## src/rtl/clk_fallback_pkg.sv

```systemverilog
package clk_fallback_pkg;
  localparam int SEL_W    = 4;
  localparam int MODE_W   = 2;
  localparam int NREF_BIT = 0;
  localparam int A_BIT    = 1;
  localparam int B_BIT    = 2;
  localparam int LEG_LO   = 3;
  localparam int LEG_N    = 5;
  localparam int NSIG     = LEG_LO + LEG_N;

  localparam logic [SEL_W-1:0] SEL_OSC  = 4'h0;
  localparam logic [SEL_W-1:0] SEL_A    = 4'h1;
  localparam logic [SEL_W-1:0] SEL_B    = 4'h2;
  localparam logic [SEL_W-1:0] SEL_NREF = 4'h3;
  localparam logic [SEL_W-1:0] SEL_LEG  = 4'h4;

  localparam logic [MODE_W-1:0] MODE_BYPASS = 2'b00;
  localparam logic [MODE_W-1:0] MODE_SOFT   = 2'b01;
  localparam logic [MODE_W-1:0] MODE_MUX    = 2'b10;
  localparam logic [MODE_W-1:0] MODE_AB     = 2'b11;

  typedef enum logic [1:0] {
    DRV_NORMAL   = 2'd0,
    DRV_RELEASED = 2'd1,
    DRV_COMPAT   = 2'd2
  } drv_state_e;
endpackage

```

## src/rtl/fb_member_decode.sv

```systemverilog
module fb_member_decode
  import clk_fallback_pkg::*;
(
  input  logic [SEL_W-1:0]  sel,
  input  logic [MODE_W-1:0] mode,
  output logic [NSIG-1:0]   members
);
  logic [NSIG-1:0] leg_mask;

  genvar g;
  generate
    for (g = 0; g < NSIG; g++) begin : g_leg
      assign leg_mask[g] = (g >= LEG_LO) && (g < LEG_LO + LEG_N);
    end
  endgenerate

  always_comb begin
    members = '0;
    if (mode == MODE_AB) begin
      members[A_BIT] = 1'b1;
      members[B_BIT] = 1'b1;
    end else if (!sel[SEL_W-1]) begin
      unique case (sel)
        SEL_A:    members[A_BIT]    = 1'b1;
        SEL_B:    members[B_BIT]    = 1'b1;
        SEL_NREF: members[NREF_BIT] = 1'b1;
        SEL_LEG:  members           = leg_mask;
        default:  members           = '0;
      endcase
    end
  end
endmodule

```

## src/rtl/fb_err_latch.sv

```systemverilog
module fb_err_latch
  import clk_fallback_pkg::*;
(
  input  logic            clk,
  input  logic            rst,
  input  logic [NSIG-1:0] hits,
  input  logic [NSIG-1:0] clr,
  input  logic            fb_hit,
  output logic [NSIG-1:0] err_q,
  output logic            clk_err_q,
  output logic            sys_err_q
);
  logic [NSIG-1:0] err_n;

  always_comb err_n = (err_q & ~clr) | hits;

  always_ff @(posedge clk) begin
    if (rst) begin
      err_q     <= '0;
      clk_err_q <= 1'b0;
      sys_err_q <= 1'b0;
    end else begin
      err_q     <= err_n;
      clk_err_q <= |err_n;
      sys_err_q <= fb_hit | (sys_err_q & ~(|clr));
    end
  end
endmodule

```

## src/rtl/fb_compat_fsm.sv

```systemverilog
module fb_compat_fsm
  import clk_fallback_pkg::*;
(
  input  logic clk,
  input  logic rst,
  input  logic fb_hit,
  input  logic ab_mode,
  input  logic master,
  input  logic drive_a,
  input  logic drive_b,
  input  logic slave_a,
  input  logic slave_b,
  input  logic fail_a,
  input  logic fail_b,
  output logic drv_a_en,
  output logic drv_b_en,
  output logic drv_compat_en
);
  drv_state_e st_q, st_n;
  logic       take_compat;

  always_comb begin
    take_compat = !master && ((slave_a && fail_a && drive_b) ||
                              (slave_b && fail_b && drive_a));
    st_n = st_q;
    if (st_q == DRV_NORMAL && fb_hit && ab_mode) begin
      if (master && (drive_a || drive_b)) st_n = DRV_RELEASED;
      else if (take_compat)               st_n = DRV_COMPAT;
    end
  end

  always_ff @(posedge clk) begin
    if (rst) begin
      st_q          <= DRV_NORMAL;
      drv_a_en      <= 1'b0;
      drv_b_en      <= 1'b0;
      drv_compat_en <= 1'b0;
    end else begin
      st_q <= st_n;
      unique case (st_n)
        DRV_RELEASED: begin
          drv_a_en      <= 1'b0;
          drv_b_en      <= 1'b0;
          drv_compat_en <= 1'b0;
        end
        DRV_COMPAT: begin
          drv_a_en      <= drive_a;
          drv_b_en      <= drive_b;
          drv_compat_en <= 1'b1;
        end
        default: begin
          drv_a_en      <= drive_a;
          drv_b_en      <= drive_b;
          drv_compat_en <= master & (drive_a | drive_b);
        end
      endcase
    end
  end
endmodule

```

## src/rtl/clk_fallback_ctrl.sv

```systemverilog
module clk_fallback_ctrl
  import clk_fallback_pkg::*;
(
  input  logic              clk,
  input  logic              rst,
  input  logic [SEL_W-1:0]  prim_sel,
  input  logic              prim_master,
  input  logic              drive_a,
  input  logic              drive_b,
  input  logic [SEL_W-1:0]  sec_sel,
  input  logic [MODE_W-1:0] fb_mode,
  input  logic [NSIG-1:0]   sig_mask,
  input  logic [NSIG-1:0]   fail_pulse,
  input  logic [NSIG-1:0]   err_clr,
  output logic [SEL_W-1:0]  act_sel,
  output logic              fb_active,
  output logic              ref_bypass,
  output logic [NSIG-1:0]   err_bits,
  output logic              clk_err,
  output logic              sys_err,
  output logic              drv_a_en,
  output logic              drv_b_en,
  output logic              drv_compat_en
);
  logic [NSIG-1:0] members;
  logic [NSIG-1:0] hits;
  logic            fb_hit;

  fb_member_decode u_dec (
    .sel     (prim_sel),
    .mode    (fb_mode),
    .members (members)
  );

  assign hits   = fail_pulse & sig_mask;
  assign fb_hit = !fb_active && (fb_mode != MODE_SOFT) && |(hits & members);

  fb_err_latch u_err (
    .clk       (clk),
    .rst       (rst),
    .hits      (hits),
    .clr       (err_clr),
    .fb_hit    (fb_hit),
    .err_q     (err_bits),
    .clk_err_q (clk_err),
    .sys_err_q (sys_err)
  );

  fb_compat_fsm u_fsm (
    .clk           (clk),
    .rst           (rst),
    .fb_hit        (fb_hit),
    .ab_mode       (fb_mode == MODE_AB),
    .master        (prim_master),
    .drive_a       (drive_a),
    .drive_b       (drive_b),
    .slave_a       (prim_sel == SEL_A),
    .slave_b       (prim_sel == SEL_B),
    .fail_a        (hits[A_BIT]),
    .fail_b        (hits[B_BIT]),
    .drv_a_en      (drv_a_en),
    .drv_b_en      (drv_b_en),
    .drv_compat_en (drv_compat_en)
  );

  always_ff @(posedge clk) begin
    if (rst) begin
      fb_active  <= 1'b0;
      act_sel    <= '0;
      ref_bypass <= 1'b0;
    end else begin
      fb_active  <= fb_active | fb_hit;
      act_sel    <= (fb_active | fb_hit) ? sec_sel : prim_sel;
      ref_bypass <= (fb_mode == MODE_BYPASS);
    end
  end
endmodule

```

## config.mk

```make
export PLATFORM = sky130hd
export DESIGN_NAME = clk_fallback_ctrl
export DESIGN_NICKNAME = d
export VERILOG_FILES = /design/src/rtl/clk_fallback_pkg.sv /design/src/rtl/fb_member_decode.sv /design/src/rtl/fb_err_latch.sv /design/src/rtl/fb_compat_fsm.sv /design/src/rtl/clk_fallback_ctrl.sv
export SDC_FILE = /design/constraint.sdc
export NUM_CORES = 1
export LEC_CHECK = 0
export BUFFER_PORTS_ARGS = -buffer_cell sky130_fd_sc_hd__buf_4
export CORE_UTILIZATION = 43
export CTS_CLUSTER_SIZE = 30
export DETAILED_ROUTE_END_ITERATION = 8
export MAX_ROUTING_LAYER = met4
export PLACE_DENSITY = 0.78
export SLEW_MARGIN = 20
export SYNTH_ARGS = -nofsm -noshare
export SYNTH_HDL_FRONTEND = slang
export SYNTH_SLANG_ARGS = --single-unit
```

## constraint.sdc

```tcl
create_clock -name clk -period 2.45 [get_ports clk]
set_clock_uncertainty 0.1 [all_clocks]
set_input_delay 0.3675 -clock clk [delete_from_list [all_inputs] [get_ports clk]]
set_output_delay 0.3675 -clock clk [all_outputs]
set_load 0.05 [all_outputs]
```

After elaboration in Yosys (flattened, before gate mapping)
Index checks and enable logic that the tools add are counted.

operators by class
  reduce and logical (&&, ||, !) cells = 20
  multiplexer cells = 13
  eq/ne operators = 8
  bitwise logic cells = 11

operator list
  operator              number
  $and A8 B8 Y8         3
  $reduce_or A8 Y1      3
  $logic_and A1 B1 Y1   10
  $mux W5               2
  $eq A4 B2 Y1 const B  2
  $mux W2               4
  $mux W8               1
  $not A8 Y8            1
  $or A8 B8 Y8          1
  $eq A2 B2 Y1 const B  2
  $eq A4 B1 Y1 const B  1
  $eq A4 B3 Y1 const B  1
  $logic_not A2 Y1      2
  $mux W1               4
  $mux W4               1
  $or A1 B1 Y1          3
  $and A1 B1 Y1         2
  $eq A2 B1 Y1 const B  1
  $logic_not A1 Y1      2
  $logic_or A1 B1 Y1    2
  $ne A2 B1 Y1 const B  1
  $pmux W1 S2           1
  $reduce_or A2 Y1      1
  $not A1 Y1            1

word-level totals
  output and inout bits = 19
  register bits = 21
  input bits = 39

Longest topological paths before layout
  depth after elaboration = 12
  depth in mapped cells = 7
  depth with buffers taken out = 7

Hierarchy
Synthesis repeated with hierarchy kept, for this count alone.

second synthesis, totals
  cell total of the unflattened synthesis = 140
  area total of the unflattened synthesis = 1,222.4 um2

modules (own cells, without submodules)
  module             sequential area each (um2)  area each (um2)  instances  cells each
  clk_fallback_ctrl  120.1                       490.5            1          62
  fb_err_latch       200.2                       400.4            1          40
  fb_compat_fsm      100.1                       240.2            1          26
  fb_member_decode   0.0                         91.3             1          12

Least setup slack after synthesis
Ideal clock, no wire load.

  kind = reg-to-reg
  start point = register fb_active
  end point = register u_fsm.drv_compat_en
  clock period less this slack = 2,185 ps
  arrival time = 2,014 ps
  path buffers = 1
  stages on the path, launching flop included = 8
  slack = 265 ps
  path through = dfxtp_1 buf_2 or4_1 a31oi_1 nor2_1 ha_1 nand2b_1 a21oi_1

on the way
  word-level cells in the longest chain between the ends = 8

RTL lines
  what                                          RTL line                 source
  start: declaration                            clk_fallback_ctrl.sv:16  output logic fb_active,
  start signal: assignment                      clk_fallback_ctrl.sv:72  fb_active <= fb_active | fb_hit;
  $logic_not A1 Y1 (*)                          clk_fallback_ctrl.sv:36  assign fb_hit = !fb_active && (fb_mode != MODE_SOFT) && |(hits & members);
  $logic_and A1 B1 Y1 (*) (2 in series)         clk_fallback_ctrl.sv:36
  $logic_and A1 B1 Y1 (*) (2 in series)         fb_compat_fsm.sv:26      if (st_q == DRV_NORMAL && fb_hit && ab_mode) begin
  $mux W2 (*)                                   fb_compat_fsm.sv:26
  $eq A2 B2 Y1 or $eq A2 B1 Y1 (tied branches)  fb_compat_fsm.sv:40      unique case (st_n)
  $pmux W1 S2 (*)                               fb_compat_fsm.sv:40
  end signal: assignment                        fb_compat_fsm.sv:54      drv_compat_en <= master & (drive_a | drive_b);
  end: declaration                              fb_compat_fsm.sv:17      output logic drv_compat_en

Mark *: on every way between the ends. The rest lies on a longest branch, timed or not.
A chain may end at the register's enable or synchronous reset.

Worst setup path in the final report
  start point = register u_fsm.st_q[1]
  end point = register u_fsm.drv_compat_en

on the way
  word-level cells in the longest chain between the ends = 6

RTL lines
  what                                          RTL line             source
  start: declaration                            fb_compat_fsm.sv:19  drv_state_e st_q, st_n;
  start signal: assignment                      fb_compat_fsm.sv:39  st_q <= st_n;
  $logic_not A2 Y1                              fb_compat_fsm.sv:26
  $logic_and A1 B1 Y1 (2 in series)             fb_compat_fsm.sv:26
  $mux W2 (*)                                   fb_compat_fsm.sv:26
  $eq A2 B2 Y1 or $eq A2 B1 Y1 (tied branches)  fb_compat_fsm.sv:40
  $pmux W1 S2 (*)                               fb_compat_fsm.sv:40

Marked as above.

==> flow_summary.toml <==
[outcome]
outcome = "finished clean"

[route]
vias = 1161
wire_per_inst_um = 15.6
drtIter0Drc = 38
via_per_inst = 5.86
drt_wl_total_um = 3080
antenna_violating_nets_post_route = 0
drc_violations_left = 0
drt_first_pass_iters = 4

[setup_path]
crit_path_cell_trace = "or4_1 -> a31oi_1 -> nor2_1 -> ha_1 -> nand2b_1 -> a21oi_1"
r2r.worst_path.cells = 6
arr_time_crit_path_ns = 2.06
reg2reg_slack_ns = 0.54
crit_type = "flip-flop to flip-flop"
slowest_stage = "or4_1"
worst_r2r_start = "u_fsm.st_q[1]$_SDFF_PP0_"
critPathCaptureType = "flip-flop"
critical_path.max_fanout = 3
regToRegEndpoint = "u_fsm.drv_compat_en$_SDFF_PP0_"
crit_path_start_kind = "flip-flop"
critPathMaxStageDelay_ns = 0.52
critical_path_required_ns = 2.60

[cells_and_area]
layout.nets = 212
num_antenna_cells = 0
layout-area-overhead-vs-synth_pct = 46.1
layout_common_cells = "58 x buf_4, 21 x dfxtp_1, 11 x a22oi_1, 11 x nor2_1, 10 x inv_1"
layout_commonest_cell = "buf_4"
post_route_cells_drive_above_1_share_pct = 42.9

[sta]
grt_setup_unrepaired = "false"
timing.final.crit_share_pct = 78.0
report.final.setup_viol = 0
setup_tns_ns = 0
maxClockFrequency_mhz = 523
finalHoldWorstSlack_ns = 0.168
worst-slew-pin-transition_ns = 0.400
worst_slew_margin_rel_pct = 73.3
finalHoldViolations = 0
fin_crit_ns = 1.91
final_max_slew_viol_count = 0

[synthesis]
syn_nets = 152
synth_sequential_area_ratio_pct = 39.9
synth_largest_area_cell = "dfxtp_1"
synthCells = 111
synth_top_cells_by_area = "dfxtp_1 40%, a22oi_1 7.8%, mux2_2 4.3%, nor2_1 3.9%, mux2i_1 3.8%"
register_bit_count_reported_by_yosys = 21
number_of_distinct_library_cells_after_synthesis = 36
syn-mean-instance-area_um2 = 9.49
synth_warnings = 0
netlist.area_leader.share_pct = 39.9
syn-cell-area_um2 = 1050

[pwr]
power-per-cell-area_nw_per_um2 = 515
vdd_drop_max_mv = 0.345
report.power.total_w = 0.000792
power.leakage_nw = 0.715

[hold_path]
min_delay_worst_endpoint = "ref_bypass$_SDFF_PP0_"
min_from = "fb_mode[0]"
min-delay-path-class = "input port to flip-flop"
holdPathStages = 2

[clock_network]
cts_inserted_buffers = 3
insertion_delay_ns = 0.31
clock_sinks = 21
cts_buffer_depth = 2
cts-hold-fix-buffers = 0
postCtsSetupRepairBufs = 0
clock_tree.root_cell = "clkbuf_4"
htree_num_levels = 1
ctsResizeCount = 0
cts_tree = "built"
clkSlewWorstSetupHoldPaths_ns = 0.12

[grt]
antenna_violations_before_repair = 0
global_route.usage.total_pct = 25.8
via_count_of_the_first_global_routing_pass = 1129
first_pass_grt_wire_length_um = 5020
grt_overflow = 0
grt_max_degree = 21

[placed_design]
io_buffers = 57
hpwl_after_dpl_um = 2440
gp_congestion = 0.803

[floorplanning]
core_area_um2 = 2250
row_count = 17
die_height_um = 51.5
floorplan.io_pins = 58
floorplan.die.width_um = 51.5
floorplan.initialDensity_pct = 46.7
dieArea_um2 = 2650

[run]
max_cap_violations = 0
-- cells in the mapped netlist --
master,n
nand4b_1,1
o21ai_0,1
or2_2,1
a211o_4,1
and4b_1,2
o21a_1,3
and3_4,1
ha_1,2
nor3b_1,2
mux2_2,4
clkbuf_1,1
buf_2,1
mux2i_1,4
a222oi_1,1
or4_1,1
dfxtp_1,21
nand2b_1,2
o22a_1,1
nor3_1,1
a211oi_1,4
nor4_1,3
nor2b_1,1
o41ai_2,1
a31oi_1,6
a211o_1,2
o21ai_2,1
nand2_1,1
a21oi_1,1
o21ba_2,1
buf_1,1
a22oi_1,11
nor2_1,11
o211ai_1,1
nor3b_2,1
inv_1,10
nand4_1,4
-- power by group --
part / internal [W] / switching [W]
Sequential: 0.000362 / 0.00000839
Combinational: 0.000104 / 0.000148
Clock: 0.0000610 / 0.000109
-- critical path, delay by kind of cell, from the launching register on --
kind,cells,cell delay [ns]
compound gates,2,0.37
simple gates,3,0.74
fa+ha+maj,1,0.31
flops,1,0.33
-- registers in the layout (all words and copies together), names as in the netlist --
| signal | flops |
|---|---|
| act_sel | 4 |
| fb_active | 1 |
| u_err.clk_err_q | 1 |
| u_fsm.drv_b_en | 1 |
| u_fsm.drv_compat_en | 1 |
| u_err.sys_err_q | 1 |
| ref_bypass | 1 |
| u_fsm.st_q | 2 |
| u_err.err_q | 8 |
| u_fsm.drv_a_en | 1 |
-- metrics by stage --
step	area (um2)	worst slack, ns	utilization, %	instances
6_report	1540	0.538	68.3	198
2_1_floorplan	1050	0.265	-	111
3_5_place_dp	1510	0.294	67.0	194
4_1_cts	1540	0.538	68.3	198
3_3_place_gp	1510	0.314	67.0	194
5_1_grt	1540	0.418	68.3	198
-- cell families (layout without fill, tap and decap cells) --
logic type	after synthesis	in the layout	synth area share, %
AO/OA/AOI/OAI	35	35	26.5
adder cells (fa/ha/maj)	2	2	2.37
buffers and inverters	13	72	4.75
flip-flops	21	21	39.9
multiplexers	8	8	8.08
AND/OR/NAND/NOR	32	32	18.4
-- worst max-delay path by stage --
stage / from / endpoint / slack (ns) / depth (start not counted)
global placement: fb_mode[0] / u_fsm.drv_compat_en$_SDFF_PP0_ / 0.31 / 8
global route: u_fsm.st_q[1]$_SDFF_PP0_ / u_fsm.drv_compat_en$_SDFF_PP0_ / 0.42 / 6
CTS: u_fsm.st_q[1]$_SDFF_PP0_ / u_fsm.drv_compat_en$_SDFF_PP0_ / 0.54 / 6
detailed placement: fail_pulse[4] / u_fsm.drv_a_en$_SDFF_PP0_ / 0.29 / 7
floorplan: fb_active$_SDFF_PP0_ / u_fsm.drv_compat_en$_SDFF_PP0_ / 0.26 / 7
finish: u_fsm.st_q[1]$_SDFF_PP0_ / u_fsm.drv_compat_en$_SDFF_PP0_ / 0.54 / 6
-- routing by layer --
layer | share of wire, % | track usage (%)
met5 | 0 | -
met3 | 5.7 | 5.56
met2 | 53 | 45.2
met1 | 41 | 30.6
met4 | 0.55 | 4.50
-- cell type report --
type / count / area [um2]
Clock buffer: 3 / 22.5
Clock inverter: 1 / 5.00
Fill cell: 207 / 716
Inverter: 10 / 37.5
Multi-Input combinational cell: 77 / 583
Sequential cell: 21 / 420
Tap cell: 28 / 35.0
Timing Repair Buffer: 58 / 435
(Power assumes the default switching activity.)
